===== config.mk =====
export PLATFORM = sky130hd
export DESIGN_NAME = sdot_serial_mac
export DESIGN_NICKNAME = d
export VERILOG_FILES = /design/src/rtl/sdot_pkg.sv /design/src/rtl/sdot_mul_pipe.sv /design/src/rtl/sdot_add_chain.sv /design/src/rtl/sdot_serial_mac.sv
export SDC_FILE = /design/constraint.sdc
export NUM_CORES = 2
export LEC_CHECK = 0
export BUFFER_PORTS_ARGS = -buffer_cell sky130_fd_sc_hd__buf_4
export CORE_MARGIN = 2
export CORE_UTILIZATION = 59
export CTS_CLUSTER_DIAMETER = 60
export DETAILED_ROUTE_END_ITERATION = 16
export HOLD_SLACK_MARGIN = 0.05
export PLACE_DENSITY = 0.87
export SKIP_LAST_GASP = 1
export SYNTH_ARGS = -nofsm -noshare
export SYNTH_HDL_FRONTEND = slang
export SYNTH_SLANG_ARGS = --single-unit
export TNS_END_PERCENT = 50

===== constraint.sdc =====
create_clock -name clk -period 8.15 [get_ports clk]
set_input_delay 1.63 -clock clk [delete_from_list [all_inputs] [get_ports clk]]
set_output_delay 1.63 -clock clk [all_outputs]
set_load 0.01 [all_outputs]

===== src/rtl/sdot_pkg.sv =====
package sdot_pkg;
  parameter int LANES = 4;
  parameter int EW    = 16;
  parameter int AW    = 32;
  localparam int PW   = 2 * EW;

  typedef logic signed [EW-1:0] elem_t;
  typedef logic signed [PW-1:0] prod_t;
  typedef logic signed [AW-1:0] acc_t;

  typedef struct packed {
    logic sat;
    acc_t val;
  } sres_t;

  localparam acc_t  ACC_MAX  = {1'b0, {(AW-1){1'b1}}};
  localparam acc_t  ACC_MIN  = {1'b1, {(AW-1){1'b0}}};
  localparam prod_t PROD_MAX = {1'b0, {(PW-1){1'b1}}};
  localparam prod_t PROD_MIN = {1'b1, {(PW-1){1'b0}}};

  // exact signed product of two lanes
  function automatic prod_t elem_mul(elem_t a, elem_t b);
    return prod_t'(a) * prod_t'(b);
  endfunction

  // fractional scaling by two, clamped to the product range
  function automatic sres_t frac_double(prod_t p);
    sres_t r;
    prod_t d;
    d     = {p[PW-2:0], 1'b0};
    r.sat = (p[PW-1] != p[PW-2]);
    if (r.sat) d = p[PW-1] ? PROD_MIN : PROD_MAX;
    r.val = acc_t'(d);
    return r;
  endfunction

  // one saturating addition step
  function automatic sres_t sat_add(acc_t x, acc_t y);
    logic signed [AW:0] s;
    sres_t r;
    s     = {x[AW-1], x} + {y[AW-1], y};
    r.sat = (s[AW] != s[AW-1]);
    if (r.sat) r.val = s[AW] ? ACC_MIN : ACC_MAX;
    else       r.val = s[AW-1:0];
    return r;
  endfunction
endpackage


===== src/rtl/sdot_mul_pipe.sv =====
module sdot_mul_pipe import sdot_pkg::*; (
  input  logic                 clk,
  input  logic                 rst_n,
  input  logic                 in_fire,
  input  logic [LANES*EW-1:0]  a_vec,
  input  logic [LANES*EW-1:0]  b_vec,
  input  acc_t                 acc_in,
  output logic                 v2,
  output acc_t                 acc2,
  output acc_t [LANES-1:0]     prod2,
  output logic                 sat2,
  output logic                 lane_sat_evt
);
  logic             v1;
  acc_t             acc1;
  prod_t            raw1 [LANES];
  sres_t            scaled [LANES];
  logic [LANES-1:0] lane_sat;

  // stage 1: raw lane products
  always_ff @(posedge clk or negedge rst_n) begin
    if (!rst_n) v1 <= 1'b0;
    else        v1 <= in_fire;
  end

  always_ff @(posedge clk) begin
    if (in_fire) begin
      acc1 <= acc_in;
      for (int i = 0; i < LANES; i++)
        raw1[i] <= elem_mul(elem_t'(a_vec[i*EW +: EW]), elem_t'(b_vec[i*EW +: EW]));
    end
  end

  // scaling and per-lane clamp between stage 1 and stage 2
  always_comb begin
    for (int i = 0; i < LANES; i++) begin
      scaled[i]   = frac_double(raw1[i]);
      lane_sat[i] = scaled[i].sat;
    end
  end

  assign lane_sat_evt = v1 & (|lane_sat);

  // stage 2: clamped Q31 products
  always_ff @(posedge clk or negedge rst_n) begin
    if (!rst_n) v2 <= 1'b0;
    else        v2 <= v1;
  end

  always_ff @(posedge clk) begin
    if (v1) begin
      acc2 <= acc1;
      sat2 <= |lane_sat;
      for (int i = 0; i < LANES; i++) prod2[i] <= scaled[i].val;
    end
  end
endmodule


===== src/rtl/sdot_add_chain.sv =====
module sdot_add_chain import sdot_pkg::*; #(
  parameter int TAKE = 2
) (
  input  acc_t            sum_in,
  input  acc_t [TAKE-1:0] terms,
  output acc_t            sum_out,
  output logic            any_sat
);
  acc_t            part [TAKE+1];
  sres_t           step [TAKE];
  logic [TAKE-1:0] hit;

  assign part[0] = sum_in;

  // terms[0] is added first; each step clamps before the next
  for (genvar j = 0; j < TAKE; j++) begin : g_step
    assign step[j]   = sat_add(part[j], terms[j]);
    assign part[j+1] = step[j].val;
    assign hit[j]    = step[j].sat;
  end

  assign sum_out = part[TAKE];
  assign any_sat = |hit;
endmodule


===== src/rtl/sdot_serial_mac.sv =====
module sdot_serial_mac import sdot_pkg::*; (
  input  logic                clk,
  input  logic                rst_n,
  input  logic                in_valid,
  output logic                in_ready,
  input  logic [LANES*EW-1:0] in_vec_a,
  input  logic [LANES*EW-1:0] in_vec_b,
  input  logic [AW-1:0]       in_acc,
  input  logic                ovf_clear,
  output logic                out_valid,
  output logic [AW-1:0]       out_acc,
  output logic                ovf_sticky
);
  localparam int HALF = LANES / 2;
  localparam int REST = LANES - HALF;

  logic             fire;
  logic             v2, sat2, mul_sat_evt;
  acc_t             acc2;
  acc_t [LANES-1:0] prod2;
  acc_t             sum_lo;
  logic             sat_lo;
  logic             v3, sat3;
  acc_t             sum3;
  acc_t [REST-1:0]  hi3;
  acc_t             sum_hi;
  logic             sat_hi;
  logic             fin_sat_evt;

  assign in_ready = 1'b1;
  assign fire     = in_valid & in_ready;

  sdot_mul_pipe u_mul (
    .clk          (clk),
    .rst_n        (rst_n),
    .in_fire      (fire),
    .a_vec        (in_vec_a),
    .b_vec        (in_vec_b),
    .acc_in       (in_acc),
    .v2           (v2),
    .acc2         (acc2),
    .prod2        (prod2),
    .sat2         (sat2),
    .lane_sat_evt (mul_sat_evt)
  );

  // stage 3: sum plus the lower lanes, in lane order
  sdot_add_chain #(.TAKE(HALF)) u_add_lo (
    .sum_in  (acc2),
    .terms   (prod2[HALF-1:0]),
    .sum_out (sum_lo),
    .any_sat (sat_lo)
  );

  always_ff @(posedge clk or negedge rst_n) begin
    if (!rst_n) v3 <= 1'b0;
    else        v3 <= v2;
  end

  always_ff @(posedge clk) begin
    if (v2) begin
      sum3 <= sum_lo;
      hi3  <= prod2[LANES-1:HALF];
      sat3 <= sat2 | sat_lo;
    end
  end

  // stage 4: the upper lanes, continuing the same order
  sdot_add_chain #(.TAKE(REST)) u_add_hi (
    .sum_in  (sum3),
    .terms   (hi3),
    .sum_out (sum_hi),
    .any_sat (sat_hi)
  );

  assign fin_sat_evt = v3 & (sat3 | sat_hi);

  always_ff @(posedge clk or negedge rst_n) begin
    if (!rst_n) out_valid <= 1'b0;
    else        out_valid <= v3;
  end

  always_ff @(posedge clk) begin
    if (v3) out_acc <= sum_hi;
  end

  // setting wins over clearing in the same cycle
  always_ff @(posedge clk or negedge rst_n) begin
    if (!rst_n) ovf_sticky <= 1'b0;
    else        ovf_sticky <= (ovf_sticky & ~ovf_clear) | fin_sat_evt;
  end
endmodule


# == After elaboration in Yosys (flattened, before gate mapping) ==
# Memory sizes are Yosys's and may differ from the RTL's.
# Cells that the tools add are included.
# classes
add_sub_neg,4
n_mul,4
n_eq_ne,8
n_mux,18
n_bitwise,6
n_reduce_logical,3
# op_table
cell,count
two-way mux 32 bit,16
adder 32 x 32 -> 33 bit,4
multiplier 16 x 16 -> 32 bit,4
!= test 1 bit,8
OR reduction 2 bit,2
OR reduction 4 bit,1
bitwise OR 1 bit,3
AND 1 bit,2
two-way mux 1 bit,2
NOT 1 bit,1
# word_totals
ff_bits,327
ram_bits,128
output_inout_bits,35
wordCells,65
memories,1
# mem_list
name,words,word_bits,rd,rd_clocked_by_memory_dff,wr,line_no,source
u_mul.raw1,4,32,4,0,4,sdot_mul_pipe.sv:16,prod_t raw1 [LANES];

# == Depth between registers and ports, before layout ==
# depth
depth_word,9
depth_mapped,25
ltp_nobuf,24

# == Modules after synthesis ==
# A second synthesis with hierarchy kept.
# hier_totals
hier_cells,6008
area_unflattened_um2,61721.7
# by_module_without_submodules
module,instances,cells_per_inst,area_each_um2,seq_area_each_um2
sdot_mul_pipe,1,4796,49939.1,9689.3
sdot_add_chain,2,537,3901.2,0.0
sdot_serial_mac,1,138,3980.1,3948.8

# == Least setup slack after synthesis ==
# Ideal clock, no wire load.
# synth_path
path_kind,input port to flip-flop
start,input port in_vec_a[27]
end,"memory u_mul.raw1[1][31] (netlist name), data pin"
setup_time_ns,0.260
arrival_time_ns,7.094
t_required_ns,7.890
slack_ns,0.796
cell_stages,20
cell_sequence,clkbuf_1 nand2_1 fa_1 inv_1 fa_1 inv_1 fa_1 fa_1 inv_1 fa_1 fa_1 ha_1 a21o_1 a211o_1 o221ai_1 o21ai_1 a2111oi_0 o21bai_1 a21oi_1 xnor2_1
# synth_lines
element,line_no,source
from (decl),sdot_serial_mac.sv:6,"input logic [LANES*EW-1:0] in_vec_a,"
to (decl),sdot_mul_pipe.sv:16,

# == Worst setup path in the final report ==
# layout_path
start,register hi3[0] (netlist name)
end,"register out_acc[5], data pin"
# layout_between
elab_chain_len,6
word_cells_on_any_way,8
cone_classes,2 x add/sub; 2 x eq/ne; 4 x mux
# layout_rtl
element,line_no,source
from (decl),sdot_serial_mac.sv:25,acc_t [REST-1:0] hi3;
from (signal assigned),sdot_serial_mac.sv:63,hi3 <= prod2[LANES-1:HALF];
adder 32 x 32 -> 33 bit (*),sdot_pkg.sv:41,"s = {x[AW-1], x} + {y[AW-1], y};"
two-way mux 32 bit or != test 1 bit (tied branches),"sdot_pkg.sv:43, sdot_pkg.sv:42",
two-way mux 32 bit (*),sdot_pkg.sv:43,if (r.sat) r.val = s[AW] ? ACC_MIN : ACC_MAX;
adder 32 x 32 -> 33 bit (*),sdot_pkg.sv:41,
two-way mux 32 bit or != test 1 bit (tied branches),"sdot_pkg.sv:43, sdot_pkg.sv:42",
two-way mux 32 bit (*),sdot_pkg.sv:43,
net sum_hi[5],sdot_serial_mac.sv:26,acc_t sum_hi;
to (signal assigned),sdot_serial_mac.sv:84,if (v3) out_acc <= sum_hi;
to (decl),sdot_serial_mac.sv:11,"output logic [AW-1:0] out_acc,"
# The timed path passes the listed nets; every way through them passes the cells marked *.
# A chain may end at the register's enable or synchronous reset.

==> metrics.md <==
| Metric | Value |
|---|---|
| Top post-synthesis cells by count | inv_1, fa_1, nand2_1, ha_1, edfxtp_1 |
| R2R depth | 21 |
| Setup TNS | 0 ps |
| Yosys top cell area share | 34.3% |
| Max_slew headroom | about 17% |
| CORE AREA | 0.103 mm^2 |
| First-pass GRT wire length | 235000 um |
| WL final | 141000 um |
| Vias in the first global route | 46783 |
| Post-CTS setup buffers | 0 |
| Crit path DAT | between 7000 and 8000 ps |
| Footprint of the multi-input gates | around 0.042 mm^2 |
| Die area | approximately 0.11 mm^2 |
| Fin. Hold Viols | 0 |
| Hold EP | hi3[3] |
| HP Class | reg -> reg |
| Final Setup Violations | 0 |
| Most frequent cell after synthesis | inv_1 |
| H-tree Lvls | 2 |
| Post-synth top area cell | fa_1 |
| Placer Congestion | about 0.9 |
| DP HPWL | 113000 um |
| TritonCTS clock tree | built |
| Clk_skew | 38.5 ps |
| Reg clk slew, reported paths | 70 ps |
| Worst-path cell chain | ha_1, fa_1, a21oi_1, o21ai_1, o41a_2, a211o_1, a31o_2, a21oi_4, a21oi_2, nor2_4, o21ai_0, ha_1, a211oi_1, o21ai_1, a221oi_2, o31ai_2, a2bb2oi_2, o311a_1, nor2_2, nor2_4, o21ai_0 |
| Vias post-DR | approximately 43000 |
| R2r startpoint | hi3[0] |
| Largest net degree at the start of global routing | 77 |
| Final #Nets | around 7800 |
| Sequential-to-total area share from yosys stat | about 22% |
| Ys flop type | edfxtp_1 |
| Gr ovfl total | 0 |
| Beginning of the worst hold path | u_mul.prod2[67] |
| Initial antenna violation count | 1 |
| Worst-Margin Slew | roughly 1200 ps |
| Layout area overhead | 6.51% |
| FF+latch area | 0.0136 mm^2 |
| Max incr delay on CP | 710 ps |
| R2R setup slack | 600 ps |
| Residual DRC count | 0 |
| Max cap viols | 0 |
| Number of library cell types mapped by synthesis | 95 |
| Hold Slack | ~400 ps |
| Yosys warning total | 0 |
| Post-CTS resize count | 0 |
| CTS root buf | clkbuf_16 |
| Drt wl/cell | 18.7 um |
| DP Area | 0.0641 mm^2 |
| I/O Buffers | ~200 |
| Drt initial violations | 3325 |
| Diodes inserted | 0 |
| CP top delay family | compound AO/OA/AOI/OAI gates |
| CP Buf/Inv Count | 0 |
| Async SR Flop Fraction | 1.10% |
| Unrepaired setup endpoints after global routing | no |
| Total GRT Usage | roughly 27% |
| Critical path's slowest cell | o21ai_0 |
| Fillers | 7882 |
| Layout cells sized above 1 | 5.37% |
| Setup crit end kind | flop |
| Die Wd | between 300 and 400 um |
| Cts bufs inserted | 43 |
| DRT Pass-1 Iters | 7 |
| Ranking of synthesized cells by area | fa_1, edfxtp_1, ha_1 |
| Hold path depth | 0 |
| Initial Util | between 50% and 60% |
| Max FO, Critical Path | 26 |
| Finished layout cell area | 0.0655 mm^2 |
| CP required | 8390 ps |
| Mapped Cells | 6071 |
| Startpoint types | flop |
| Clk buf depth | 3 |
| Min Tclk post-route | between 7000 and 8000 ps |
| Number of flops mapped to enable cells by yosys | 450 |
| Vias/cell | 5.74 |
| Clk Latency, worst-skew pair | 580 ps |
| Period utilization | just over 90% |
| FP Rows | around 120 |
| Slew Limit Fails | 0 |
| Mapped Area | a little over 0.06 mm^2 |
| Synth Net Count | 7751 |
| Die Y | between 300 and 400 um |
| Post-CTS Hold Fix Bufs | 0 |
| Synth Register Bits | between 400 and 500 |
| Antenna-violating nets left | 0 |
| Syn Area/Cell | 10.1 um^2 |
| Crit Path Class | reg -> reg |
| I/O pin count | 199 |
| Clock Sinks | roughly 460 |
| Reg-to-reg endpoint | out_acc[5] |
| Status | complete, no violations |
| Max Clock Freq | 132 MHz |
-- logic make-up (layout without fill, tap and decap cells) --
family	count (synthesis)	in the layout	synth area share (%)
buffers and inverters	1452	1560	8.94
XOR/XNOR	249	249	3.60
flip-flops	455	455	22.2
other	1	1	0.00610
adder cells (fa/ha/maj)	1544	1544	44.2
multiplexers	3	3	0.0488
AO/OA/AOI/OAI	892	892	9.53
AND/OR/NAND/NOR	1475	1475	11.5
-- layout make-up --
class                   instances  share of cell area (%)
clock buffers                  53                    1.73
clock inverters                27                   0.369
inverters                    1262                    7.23
multi-input cells            4164                    64.7
flip-flops and latches        455                    20.8
well taps                    1380                    2.64
repair buffers                218                    2.51
-- state kept, by name, indices dropped and copies added, names as in the netlist --
register and cells:
u_mul.prod2 128, u_mul.v2 1, u_mul.acc2 32, u_mul.acc1 32
out_acc 32, out_valid 1, sum3 32, u_mul.v1 1
hi3 64, u_mul.raw1 128, sat3 1, u_mul.sat2 1
ovf_sticky 1, v3 1
-- worst reg2reg max path, stage by stage (launching register included) --
cell and delay, ps:
edfxtp_1 410, ha_1 250, fa_1 420, a21oi_1 190
o21ai_1 120, o41a_2 450, a211o_1 390, a31o_2 300
a21oi_4 160, a21oi_2 220, nor2_4 510, o21ai_0 190
ha_1 410, a211oi_1 130, o21ai_1 260, a221oi_2 150
o31ai_2 530, a2bb2oi_2 200, o311a_1 370, nor2_2 590
nor2_4 290, o21ai_0 720
-- through the flow --
step                      utilization [%]  setup WS, ps  instances
final                                63.3           595       7559
after global routing                 63.3           141       7559
after floorplan                         -           796       6071
after global placement               61.9           357       7479
after detailed placement             61.9           119       7479
after CTS                            63.3           722       7559
-- worst max-delay path by stage --
stage	start	to	cells past startpoint
5_1_grt	u_mul.acc2[13]	sum3[28]	20
3_3_place_gp	in_vec_b[49]	u_mul.raw1[3][31]	20
4_1_cts	in_vec_b[49]	u_mul.raw1[3][31]	20
2_1_floorplan	in_vec_a[27]	u_mul.raw1[1][31]	20
6_report	hi3[0]	out_acc[5]	21
3_5_place_dp	in_vec_b[49]	u_mul.raw1[3][31]	20
-- layout by cell type, fill, tap and decap left out, types with 8 or more instances in the layout --
| master | n |
|---|---|
| o21bai_1 | 34 |
| nand3_1 | 47 |
| xor2_1 | 65 |
| inv_1 | 1258 |
| a211o_1 | 9 |
| clkinv_1 | 13 |
| nor4_1 | 8 |
| o21a_1 | 34 |
| clkbuf_16 | 44 |
| a21oi_1 | 222 |
| nand4_1 | 16 |
| a211oi_1 | 39 |
| nand2_1 | 698 |
| clkbuf_1 | 9 |
| nor2_1 | 139 |
| xnor2_1 | 181 |
| a21o_1 | 224 |
| or3_1 | 12 |
| maj3_1 | 28 |
| nor2b_1 | 26 |
| buf_4 | 217 |
| or2_2 | 11 |
| o21ai_0 | 174 |
| ha_1 | 464 |
| nor3_1 | 31 |
| nand2b_1 | 56 |
| and2_1 | 379 |
| a31oi_1 | 28 |
| o211ai_1 | 19 |
| and3_1 | 23 |
| fa_1 | 1052 |
| o31ai_1 | 18 |
| edfxtp_1 | 450 |
-- routing by layer --
layer | GRT usage (%) | up-vias | wire (um)
met2 | 47.3 | 1757 | 71200
li1 | - | 19341 | -
met3 | 2.81 | 451 | 8910
met5 | 0 | - | 0
met1 | 35.2 | 21874 | 54000
met4 | 12.5 | 0 | 7410
Power is left out: the tool's default activity adds up to more than one toggle a clock period on the data nets, which glitch-free logic cannot reach.
